File: config.mk
export PLATFORM = sky130hd
export DESIGN_NAME = ptw_translator
export DESIGN_NICKNAME = d
export VERILOG_FILES = /design/src/rtl/ptw_pkg.sv /design/src/rtl/ptw_lfsr.sv /design/src/rtl/ptw_table.sv /design/src/rtl/ptw_victim.sv /design/src/rtl/ptw_translator.sv
export SDC_FILE = /design/constraint.sdc
export NUM_CORES = 2
export LEC_CHECK = 0
export ABC_AREA = 1
export BUFFER_PORTS_ARGS = -buffer_cell sky130_fd_sc_hd__buf_4
export CORE_MARGIN = 5
export CORE_UTILIZATION = 35
export CTS_CLUSTER_DIAMETER = 40
export CTS_CLUSTER_SIZE = 20
export DETAILED_ROUTE_END_ITERATION = 10
export SLEW_MARGIN = 25
export SYNTH_ARGS = -nofsm -noshare
export SYNTH_HDL_FRONTEND = slang
export SYNTH_SLANG_ARGS = --single-unit
File: constraint.sdc
create_clock -name clk_i -period 23 [get_ports clk_i]
set_input_delay 1.15 -clock clk_i [delete_from_list [all_inputs] [get_ports clk_i]]
set_output_delay 1.15 -clock clk_i [all_outputs]
set_load 0.02 [all_outputs]
File: src/rtl/ptw_pkg.sv
`timescale 1ns/1ps
package ptw_pkg;
  typedef enum logic [1:0] {
    CMD_INSTALL = 2'd0,
    CMD_EVICT   = 2'd1,
    CMD_CLR_REF = 2'd2,
    CMD_READ    = 2'd3
  } cmd_e;
endpackage

File: src/rtl/ptw_lfsr.sv
`timescale 1ns/1ps
module ptw_lfsr #(
  parameter int unsigned             W    = 12,
  parameter logic [W-1:0]            TAPS = 12'hE08,
  parameter logic [W-1:0]            SEED = 12'h5A3
) (
  input  logic         clk_i,
  input  logic         rst_ni,
  output logic [W-1:0] state_o
);
  logic [W-1:0] state_q;

  // Galois form, advances every cycle
  always_ff @(posedge clk_i or negedge rst_ni) begin
    if (!rst_ni) state_q <= SEED;
    else         state_q <= {1'b0, state_q[W-1:1]} ^ (state_q[0] ? TAPS : '0);
  end

  assign state_o = state_q;
endmodule

File: src/rtl/ptw_table.sv
`timescale 1ns/1ps
module ptw_table import ptw_pkg::*; #(
  parameter int unsigned VPN_W  = 6,
  parameter int unsigned PPN_W  = 4,
  parameter int unsigned DISK_W = 16
) (
  input  logic                      clk_i,
  input  logic                      rst_ni,
  input  logic [VPN_W-1:0]          lk_vpn_i,
  input  logic                      hit_i,
  input  logic                      store_i,
  input  logic                      cmd_valid_i,
  input  cmd_e                      cmd_op_i,
  input  logic [VPN_W-1:0]          cmd_vpn_i,
  input  logic [PPN_W-1:0]          cmd_ppn_i,
  input  logic [DISK_W-1:0]         cmd_disk_i,
  output logic                      lk_valid_o,
  output logic [PPN_W-1:0]          lk_ppn_o,
  output logic [DISK_W-1:0]         lk_disk_o,
  output logic                      rd_valid_o,
  output logic                      rd_ref_o,
  output logic                      rd_dirty_o,
  output logic [(1<<VPN_W)-1:0]     valid_vec_o,
  output logic [(1<<VPN_W)-1:0]     ref_vec_o,
  output logic [(1<<VPN_W)-1:0]     dirty_vec_o
);
  localparam int unsigned ENTRIES = 1 << VPN_W;

  logic [PPN_W-1:0]  ppn_arr  [ENTRIES];
  logic [DISK_W-1:0] disk_arr [ENTRIES];

  logic clr_all, do_install, do_evict;
  assign clr_all    = cmd_valid_i && (cmd_op_i == CMD_CLR_REF);
  assign do_install = cmd_valid_i && (cmd_op_i == CMD_INSTALL);
  assign do_evict   = cmd_valid_i && (cmd_op_i == CMD_EVICT);

  for (genvar g = 0; g < ENTRIES; g++) begin : g_ent
    logic              v_q, r_q, d_q;
    logic [PPN_W-1:0]  p_q;
    logic [DISK_W-1:0] k_q;
    logic              sel_lk, sel_cmd;

    assign sel_lk  = hit_i && (lk_vpn_i == VPN_W'(g));
    assign sel_cmd = cmd_vpn_i == VPN_W'(g);

    // Later assignments win: clear, then hit, then install/evict
    always_ff @(posedge clk_i or negedge rst_ni) begin
      if (!rst_ni) begin
        v_q <= 1'b0;
        r_q <= 1'b0;
        d_q <= 1'b0;
        p_q <= '0;
        k_q <= '0;
      end else begin
        if (clr_all) r_q <= 1'b0;
        if (sel_lk) begin
          r_q <= 1'b1;
          if (store_i) d_q <= 1'b1;
        end
        if (sel_cmd && do_install) begin
          v_q <= 1'b1;
          p_q <= cmd_ppn_i;
          r_q <= 1'b0;
          d_q <= 1'b0;
        end else if (sel_cmd && do_evict) begin
          v_q <= 1'b0;
          k_q <= cmd_disk_i;
          r_q <= 1'b0;
          d_q <= 1'b0;
        end
      end
    end

    assign valid_vec_o[g] = v_q;
    assign ref_vec_o[g]   = r_q;
    assign dirty_vec_o[g] = d_q;
    assign ppn_arr[g]     = p_q;
    assign disk_arr[g]    = k_q;
  end

  assign lk_valid_o = valid_vec_o[lk_vpn_i];
  assign lk_ppn_o   = ppn_arr[lk_vpn_i];
  assign lk_disk_o  = disk_arr[lk_vpn_i];
  assign rd_valid_o = valid_vec_o[cmd_vpn_i];
  assign rd_ref_o   = ref_vec_o[cmd_vpn_i];
  assign rd_dirty_o = dirty_vec_o[cmd_vpn_i];
endmodule

File: src/rtl/ptw_victim.sv
`timescale 1ns/1ps
module ptw_victim #(
  parameter int unsigned VPN_W  = 6,
  parameter int unsigned LFSR_W = 12
) (
  input  logic [(1<<VPN_W)-1:0] valid_i,
  input  logic [(1<<VPN_W)-1:0] ref_i,
  input  logic [(1<<VPN_W)-1:0] dirty_i,
  input  logic [LFSR_W-1:0]     rnd_i,
  output logic                  victim_valid_o,
  output logic [VPN_W-1:0]      victim_vpn_o,
  output logic                  victim_dirty_o,
  output logic                  victim_unref_o
);
  localparam int unsigned ENTRIES = 1 << VPN_W;

  logic [VPN_W-1:0] start;
  logic [VPN_W-1:0] pick_u, pick_a, idx;
  logic             found_u, found_a;

  // Fold the whole LFSR state into a scan start point
  always_comb begin
    start = '0;
    for (int b = 0; b < LFSR_W; b++) start[b % VPN_W] ^= rnd_i[b];
  end

  // Rotating first-match from the random start, two pools in parallel
  always_comb begin
    found_u = 1'b0;
    found_a = 1'b0;
    pick_u  = '0;
    pick_a  = '0;
    idx     = '0;
    for (int i = 0; i < ENTRIES; i++) begin
      idx = start + VPN_W'(i);
      if (valid_i[idx] && !ref_i[idx] && !found_u) begin
        found_u = 1'b1;
        pick_u  = idx;
      end
      if (valid_i[idx] && !found_a) begin
        found_a = 1'b1;
        pick_a  = idx;
      end
    end
  end

  assign victim_valid_o = found_a;
  assign victim_unref_o = found_u;
  assign victim_vpn_o   = found_u ? pick_u : pick_a;
  assign victim_dirty_o = dirty_i[victim_vpn_o];
endmodule

File: src/rtl/ptw_translator.sv
`timescale 1ns/1ps
module ptw_translator import ptw_pkg::*; #(
  parameter int unsigned           VA_W      = 20,
  parameter int unsigned           OFF_W     = 14,
  parameter int unsigned           PPN_W     = 4,
  parameter int unsigned           DISK_W    = 16,
  parameter int unsigned           LFSR_W    = 12,
  parameter logic [LFSR_W-1:0]     LFSR_TAPS = 12'hE08
) (
  input  logic                     clk_i,
  input  logic                     rst_ni,
  input  logic                     req_valid_i,
  input  logic [VA_W-1:0]          req_va_i,
  input  logic                     req_store_i,
  input  logic                     cmd_valid_i,
  input  logic [1:0]               cmd_op_i,
  input  logic [VA_W-OFF_W-1:0]    cmd_vpn_i,
  input  logic [PPN_W-1:0]         cmd_ppn_i,
  input  logic [DISK_W-1:0]        cmd_disk_i,
  output logic                     rsp_valid_o,
  output logic                     rsp_hit_o,
  output logic                     rsp_fault_o,
  output logic [PPN_W+OFF_W-1:0]   rsp_pa_o,
  output logic [DISK_W-1:0]        rsp_disk_o,
  output logic                     stat_valid_o,
  output logic                     stat_present_o,
  output logic                     stat_ref_o,
  output logic                     stat_dirty_o,
  output logic                     victim_valid_o,
  output logic [VA_W-OFF_W-1:0]    victim_vpn_o,
  output logic                     victim_dirty_o,
  output logic                     victim_unref_o
);
  localparam int unsigned VPN_W   = VA_W - OFF_W;
  localparam int unsigned PA_W    = PPN_W + OFF_W;
  localparam int unsigned ENTRIES = 1 << VPN_W;

  cmd_e                 cmd_op;
  logic [VPN_W-1:0]     lk_vpn;
  logic                 lk_valid, hit_now;
  logic [PPN_W-1:0]     lk_ppn;
  logic [DISK_W-1:0]    lk_disk;
  logic                 rd_valid, rd_ref, rd_dirty;
  logic [ENTRIES-1:0]   valid_vec, ref_vec, dirty_vec;
  logic [LFSR_W-1:0]    rnd;

  assign cmd_op  = cmd_e'(cmd_op_i);
  assign lk_vpn  = req_va_i[VA_W-1:OFF_W];
  assign hit_now = req_valid_i && lk_valid;

  ptw_table #(.VPN_W(VPN_W), .PPN_W(PPN_W), .DISK_W(DISK_W)) u_table (
    .clk_i       (clk_i),
    .rst_ni      (rst_ni),
    .lk_vpn_i    (lk_vpn),
    .hit_i       (hit_now),
    .store_i     (req_store_i),
    .cmd_valid_i (cmd_valid_i),
    .cmd_op_i    (cmd_op),
    .cmd_vpn_i   (cmd_vpn_i),
    .cmd_ppn_i   (cmd_ppn_i),
    .cmd_disk_i  (cmd_disk_i),
    .lk_valid_o  (lk_valid),
    .lk_ppn_o    (lk_ppn),
    .lk_disk_o   (lk_disk),
    .rd_valid_o  (rd_valid),
    .rd_ref_o    (rd_ref),
    .rd_dirty_o  (rd_dirty),
    .valid_vec_o (valid_vec),
    .ref_vec_o   (ref_vec),
    .dirty_vec_o (dirty_vec)
  );

  ptw_lfsr #(.W(LFSR_W), .TAPS(LFSR_TAPS)) u_lfsr (
    .clk_i   (clk_i),
    .rst_ni  (rst_ni),
    .state_o (rnd)
  );

  ptw_victim #(.VPN_W(VPN_W), .LFSR_W(LFSR_W)) u_victim (
    .valid_i        (valid_vec),
    .ref_i          (ref_vec),
    .dirty_i        (dirty_vec),
    .rnd_i          (rnd),
    .victim_valid_o (victim_valid_o),
    .victim_vpn_o   (victim_vpn_o),
    .victim_dirty_o (victim_dirty_o),
    .victim_unref_o (victim_unref_o)
  );

  // Response stage: sampled from the table before this edge's update
  always_ff @(posedge clk_i or negedge rst_ni) begin
    if (!rst_ni) begin
      rsp_valid_o <= 1'b0;
      rsp_hit_o   <= 1'b0;
      rsp_fault_o <= 1'b0;
      rsp_pa_o    <= '0;
      rsp_disk_o  <= '0;
    end else begin
      rsp_valid_o <= req_valid_i;
      rsp_hit_o   <= hit_now;
      rsp_fault_o <= req_valid_i && !lk_valid;
      rsp_pa_o    <= hit_now ? {lk_ppn, req_va_i[OFF_W-1:0]} : '0;
      rsp_disk_o  <= (req_valid_i && !lk_valid) ? lk_disk : '0;
    end
  end

  always_ff @(posedge clk_i or negedge rst_ni) begin
    if (!rst_ni) begin
      stat_valid_o   <= 1'b0;
      stat_present_o <= 1'b0;
      stat_ref_o     <= 1'b0;
      stat_dirty_o   <= 1'b0;
    end else begin
      stat_valid_o   <= cmd_valid_i && (cmd_op == CMD_READ);
      stat_present_o <= rd_valid;
      stat_ref_o     <= rd_ref;
      stat_dirty_o   <= rd_dirty;
    end
  end

  logic [PA_W-1:0] unused_pa_w;
  assign unused_pa_w = '0;
endmodule

---- Word level (Yosys, flattened, before mapping) ----
Cells that the tools add are included.
storage, ports and cells
  register bits after elaboration ......... 1525
  input bits .............................. 53
  output and inout port bits .............. 50
  logic and storage cells ................. 2674
cells by class
  add/sub/neg operators ................... 63
  $lt $le $gt $ge ......................... 68
  equal/unequal tests ..................... 129
  multiplexer cells ....................... 1046
  bitwise gates (word level) .............. 72
  reduce and logical (&&, ||, !) cells .... 966
operators by type and width
  cell                   count
  $bmux W1 S6            133
  $mux W1                775
  $mux W6                129
  $lt A6 B7 Y1 const B   67
  $logic_and A1 B1 Y1    388
  $eq A6 B6 Y1 const B   64
  $reduce_bool A3 Y1     128
  $reduce_and A2 Y1      128
  $reduce_bool A4 Y1     64
  $add A6 B6 Y6 const B  32
  $eq A6 B5 Y1 const B   32
  $logic_not A1 Y1       191
  $reduce_bool A2 Y1     64
  $add A6 B5 Y6 const B  16
  $bmux W16 S6           1
  $eq A6 B4 Y1 const B   16
  $not A1 Y1             64
  $add A6 B4 Y6 const B  8
  $eq A6 B3 Y1 const B   8
  $mux W16               3
  $add A6 B3 Y6 const B  4
  $bmux W4 S6            1
  $eq A6 B2 Y1 const B   4
  $mux W18               1
  13 further kinds       23

---- Longest topological paths before layout ----
  word-level depth ........................ 198
  depth in mapped cells ................... 78
  depth with buffers taken out ............ 71

---- Modules after synthesis ----
Synthesis repeated with hierarchy kept, for this count alone.
unflattened totals
  cells, all modules ...................... 14323
  area, all modules ....................... 94234.1 µm²
by module, submodules not included
  module          instances  cells an instance  area an instance (µm²)  seq. area each (µm²)
  ptw_table       1          9921               72194.2                 36835.3
  ptw_victim      1          4258               20342.0                 0.0
  ptw_translator  1          119                1341.3                  1026.0
  ptw_lfsr        1          25                 356.6                   307.8

---- Worst setup path after synthesis ----
OpenSTA, ideal clock, no wires.
  path type ............................... register to output
  from .................................... register u_lfsr.state_q[1], in the netlist u_lfsr.state_o[1]
  to ...................................... output victim_dirty_o
  arrival ................................. 8.411 ns
  required time ........................... 21.850 ns
  setup slack ............................. 13.439 ns
  cell stages (with the launch flop) ...... 61
  path buffers ............................ 8
  path through ............................ dfstp_2 > nand2_1 > nand2_1 > buf_2 > buf_1 > buf_1 > clkbuf_1 > clkbuf_1 > ha_1 > inv_1 > clkbuf_1 > buf_1 > nand2_1 > nand3_1 > nand3_1 > nand3_1 > nand3_1 > nand4_1 > (+25 left out) > nor2_4 > nand4_4 > nor2_4 > nand4_4 > nor2_4 > nand2_4 > clkinv_2 > nand4_1 > nand2_2 > inv_2 > buf_6 > nand3_1 > nand3_1 > nand3_1 > nand3_1 > nand2_1 > nand2_1 > nand2_1
between the ends
  longest elaborated chain between the ends .. 198
  elaborated cells between the ends (all ways) .. 958
  classes of those cells .................. 63 x add/sub; 514 x mux; 1 x bitwise; 380 x reduce/logical
ends and longest elaborated chain
  what                                                                     line                  text
  start, declared                                                          ptw_lfsr.sv:11        logic [W-1:0] state_q;
  start signal, assigned                                                   ptw_lfsr.sv:16        else state_q <= {1'b0, state_q[W-1:1]} ^ (state_q[0] ? TAPS : '0);
  $xor A1 B1 Y1 *                                                          ptw_victim.sv:24      for (int b = 0; b < LFSR_W; b++) start[b % VPN_W] ^= rnd_i[b];
  parallel branches: the longest is 193 deep, another holds $add A6 B1 Y6  -
  $mux W1 *                                                                ptw_victim.sv:36      if (valid_i[idx] && !ref_i[idx] && !found_u) begin
  via victim_unref_o                                                       ptw_translator.sv:32  output logic victim_unref_o
  $mux W6 *                                                                ptw_victim.sv:49      assign victim_vpn_o = found_u ? pick_u : pick_a;
  via victim_vpn_o[1]                                                      ptw_translator.sv:30  output logic [VA_W-OFF_W-1:0] victim_vpn_o,
  $bmux W1 S6 *                                                            ptw_victim.sv:50      assign victim_dirty_o = dirty_i[victim_vpn_o];
  $mux W1 (implied by the code) *                                          ptw_victim.sv:50
  end, declared                                                            ptw_translator.sv:31  output logic victim_dirty_o,
Mark *: on every way through the listed nets, which the timed path passes. The select of a mux whose other input is x is not followed.

---- Worst setup path in the final report ----
  from .................................... register u_lfsr.state_q[9], in the netlist u_lfsr.state_o[9]
  to ...................................... output victim_dirty_o
between the ends
  longest elaborated chain between the ends .. 198
  elaborated cells between the ends (all ways) .. 958
  classes of those cells .................. 63 x add/sub; 514 x mux; 1 x bitwise; 380 x reduce/logical
ends and longest elaborated chain
  what                                                                     line
  $xor A1 B1 Y1 *                                                          ptw_victim.sv:24
  parallel branches: the longest is 194 deep, another holds $add A6 B1 Y6  -
  $mux W6 *                                                                ptw_victim.sv:49
  $bmux W1 S6 *                                                            ptw_victim.sv:50
  $mux W1 (implied by the code) *                                          ptw_victim.sv:50
Mark *: on every way between the ends. The select of a mux whose other input is x is not followed.

==> metrics.md <==
| Metric | Value |
|---|---|
| Number of vias per cell after detailed routing | `approximately 6.0` |
| Final Net Count | `11100` |
| Buffers added on ports | `102` |
| Total routing resource utilization after global routing | `0.360` |
| Number of ports placed on the die boundary | `a little over 100` |
| Number of optimization iterations in the first detailed-route pass | `9` |
| Vias post-DR | `86900` |
| Clock network latency to the later pin of the worst-skew pair | `0.95 ns` |
| Average detailed-routed wire length per instance | `31.9 microns` |
| Biggest cell delay along the critical path | `0.85 ns` |
| Via count of the first global-routing pass | `81200` |
| Count of maximum capacitance violations | `0` |
| Layout overhead on the synthesized area | `15.3%` |
| Worst-margin pin slew | `1.13 ns` |
| Crit path max-delay family | `simple AND/OR/NAND/NOR gates` |
| Crit Path Class | `reg2out` |
| Kind of capture point of the worst setup path | `primary output` |
| Placed Area | `87100 sq um` |
| CTS tree | `done` |
| First-iteration detailed-routing DRC count | `around 12000` |
| Area share of the largest cell type after synthesis | `0.457` |
| Gp weighted congestion | `1.07` |
| Largest net degree at the start of global routing | `182` |
| # Post-CTS Setup Buffers | `0` |
| Vertical extent of the die | `497 microns` |
| Clock Sinks | `1525` |
| Syn Std Cell Area | `roughly 83000 sq um` |
| Outcome | `complete, no violations` |
| Count of endpoints failing setup in the final report | `0` |
| Global route total overflow | `0` |
| Synthesized netlist cell count | `11200` |
| Post-cts hold buffer count | `0` |
| Ratio of final minimum period to clock period | `0.623` |
| Max rail drop VDD | `a little over 0.09 mV` |
| Resize count post-CTS | `0` |
| Arrival time of the worst setup path | `13.19 ns` |
| DRC violations left | `0` |
| Synth area leaders | `dfrtp_1, nand2_1, o21ai_0, o22ai_1, nand3_1` |
| CTS root buf | `clkbuf_16` |
| Inserted Clock Buffers | `240` |
| Width of the die | `497 microns` |
| Maximum count of clock buffers along a single path | `3` |
| H-Tree Level Count | `4` |
| Post-route clock skew | `0.142 ns` |
| Startpoint kind of the worst setup timing path | `flip-flop` |
| Initial cell density of the core | `0.351` |
| Sequential area share after synthesis | `0.459` |
| Top cells by instance count after synthesis | `nand2_1, o21ai_0, dfrtp_1, nand3_1, o22ai_1` |
| Most used standard cell by instance count after synthesis | `nand2_1` |
| Post-synthesis sequential element count | `1525` |
| Reg clk slew, reported paths | `around 0.060 ns` |
| Area inside the core boundary | `237000 sq um` |
| Sum Neg Setup Slack | `0 ns` |
| Wire length of the first global-routing pass | `642000 microns` |
| Half-perimeter wire length of the detailed placement result | `about 330000 microns` |
| Peak fanout along the critical path | `29` |
| Final hold viol count | `0` |
| HP Class | `in2async` |
| Fraction of layout cells with a size suffix above 1 | `0.0894` |
| Async S/R FF share, synth | `1.00` |
| Relative slew slack | `0.235` |
| Critical-path top delay cell | `xor2_1` |
| Final number of max-transition violations | `0` |
| Die ar. | `247000 sq um` |
| Detail Route Antenna Nets | `0` |
| Critical path buffer and inverter count | `7` |
| Setup repair after global routing missed its margin | `false` |
| Leak Pwr | `44.2 nW` |
| Count of synthesis-stage warnings from yosys | `0` |
| Number of nets in the synthesized netlist | `11300` |
| Areal power density over the cells | `80.6 nW/um^2` |
| Highest clock frequency the design can meet | `69.7 MHz` |
| Number of enable-type register cells in the synthesized netlist | `0` |
| Minimum clock period after layout | `14.34 ns` |
| Number of antenna violations at the first check in global routing | `22` |
| Final standard cell area without fillers | `95900 sq um` |
| Post-synthesis cell type with the largest combined area | `dfrtp_1` |
| Top FF cell, synth | `dfrtp_1` |
| Most Frequent Cell on Critical Path | `nand4_1` |
| Cell Rows | `179` |
| Total detailed-routing wirelength | `462000 microns` |
| Mean Syn Cell Area | `7.41 sq um` |
| Count of unique library cells instantiated by Yosys | `57` |
| Required time of the critical path | `about 22 ns` |
[placed cells by master (no fill, tap or decap), types with 49 or more instances in the layout]
master,count
o21ai_0,1913
nand3_1,933
nor2_1,549
buf_4,374
a41oi_1,57
nand4_1,176
a21oi_1,183
dfrtp_1,1519
inv_1,666
o21ai_1,58
clkbuf_16,240
a31oi_1,53
o22ai_1,758
nand2_1,3164
inv_6,49
[cells by family after synthesis]
group | synth area share
XOR/XNOR | 0.00518
buffers and inverters | 0.0711
multiplexers | 0.00409
flip-flops | 0.459
adder cells (fa/ha/maj) | 0.00165
AND/OR/NAND/NOR | 0.252
AO/OA/AOI/OAI | 0.207
[registers in the layout, summed over array words and instances (netlist names), 12 cells and up]
| signal | cells |
|---|---|
| rsp_pa_o | 18 |
| u_table.g_ent.k_q | 1024 |
| u_table.g_ent.r_q | 64 |
| u_table.g_ent.v_q | 64 |
| u_table.g_ent.d_q | 64 |
| u_table.g_ent.p_q | 256 |
| rsp_disk_o | 16 |
| u_lfsr.state_o | 12 |
[report_power, final]
group          switching [mW]  internal [mW]
clock                    1.49           2.31
sequential              0.118           2.83
combinational           0.739          0.245
[worst paths after layout]
path,cells past startpoint,endpoint,startpoint,slack [ns]
worst max-delay path,50,victim_dirty_o,u_lfsr.state_o[9],8.66
worst min-delay path,1,u_table.g_ent[1].k_q[7],rst_ni,0.09
worst max register to register,14,u_table.g_ent[15].d_q,u_table.g_ent[41].v_q,18.47
worst min register to register,0,u_lfsr.state_o[7],u_lfsr.state_o[8],0.38
max in group asynchronous,6,u_table.g_ent[39].k_q[14],rst_ni,18.88
min in group clk_i,0,u_lfsr.state_o[7],u_lfsr.state_o[8],0.38
[final cells by class]
| class | instances | area (sq um) |
|---|---|---|
| Clock buffer | 269 | 6340 |
| Antenna cell | 11 | 27.5 |
| Tap cell | 3167 | 3960 |
| Multi-Input combinational cell | 8209 | 39300 |
| Sequential cell | 1525 | 38200 |
| Clock inverter | 186 | 2310 |
| Fill cell | 24300 | 141000 |
| Inverter | 716 | 2720 |
| Timing Repair Buffer | 386 | 3010 |
[routing by layer]
| metal | share of wire | vias to the layer above | routed length, microns | global-route usage |
|---|---|---|---|---|
| met5 | 0.00020 | - | 91 | 0 |
| met1 | 0.40 | 42800 | 183000 | 0.462 |
| met3 | 0.087 | 1095 | 40200 | 0.0770 |
| met2 | 0.43 | 4995 | 198000 | 0.538 |
| met4 | 0.087 | 10 | 40400 | 0.256 |
| li1 | - | 38000 | - | - |
[per-stage QoR]
| stage | total power [mW] | hold slack (ns) | worst slack, ns | std cells | utilization |
|---|---|---|---|---|---|
| after floorplan | 3.45 | 0.367 | 13.44 | 11200 | - |
| after global routing | 7.97 | 0.180 | 8.01 | 14500 | 0.404 |
| after CTS | 7.74 | 0.183 | 8.85 | 14500 | 0.404 |
| after detailed placement | 3.95 | 0.375 | 9.79 | 14000 | 0.367 |
| after global placement | 3.94 | 0.378 | 9.40 | 14000 | 0.367 |
| final | 7.73 | 0.0930 | 8.66 | 14500 | 0.404 |
No activity file was read; power rests on OpenSTA's default activity.
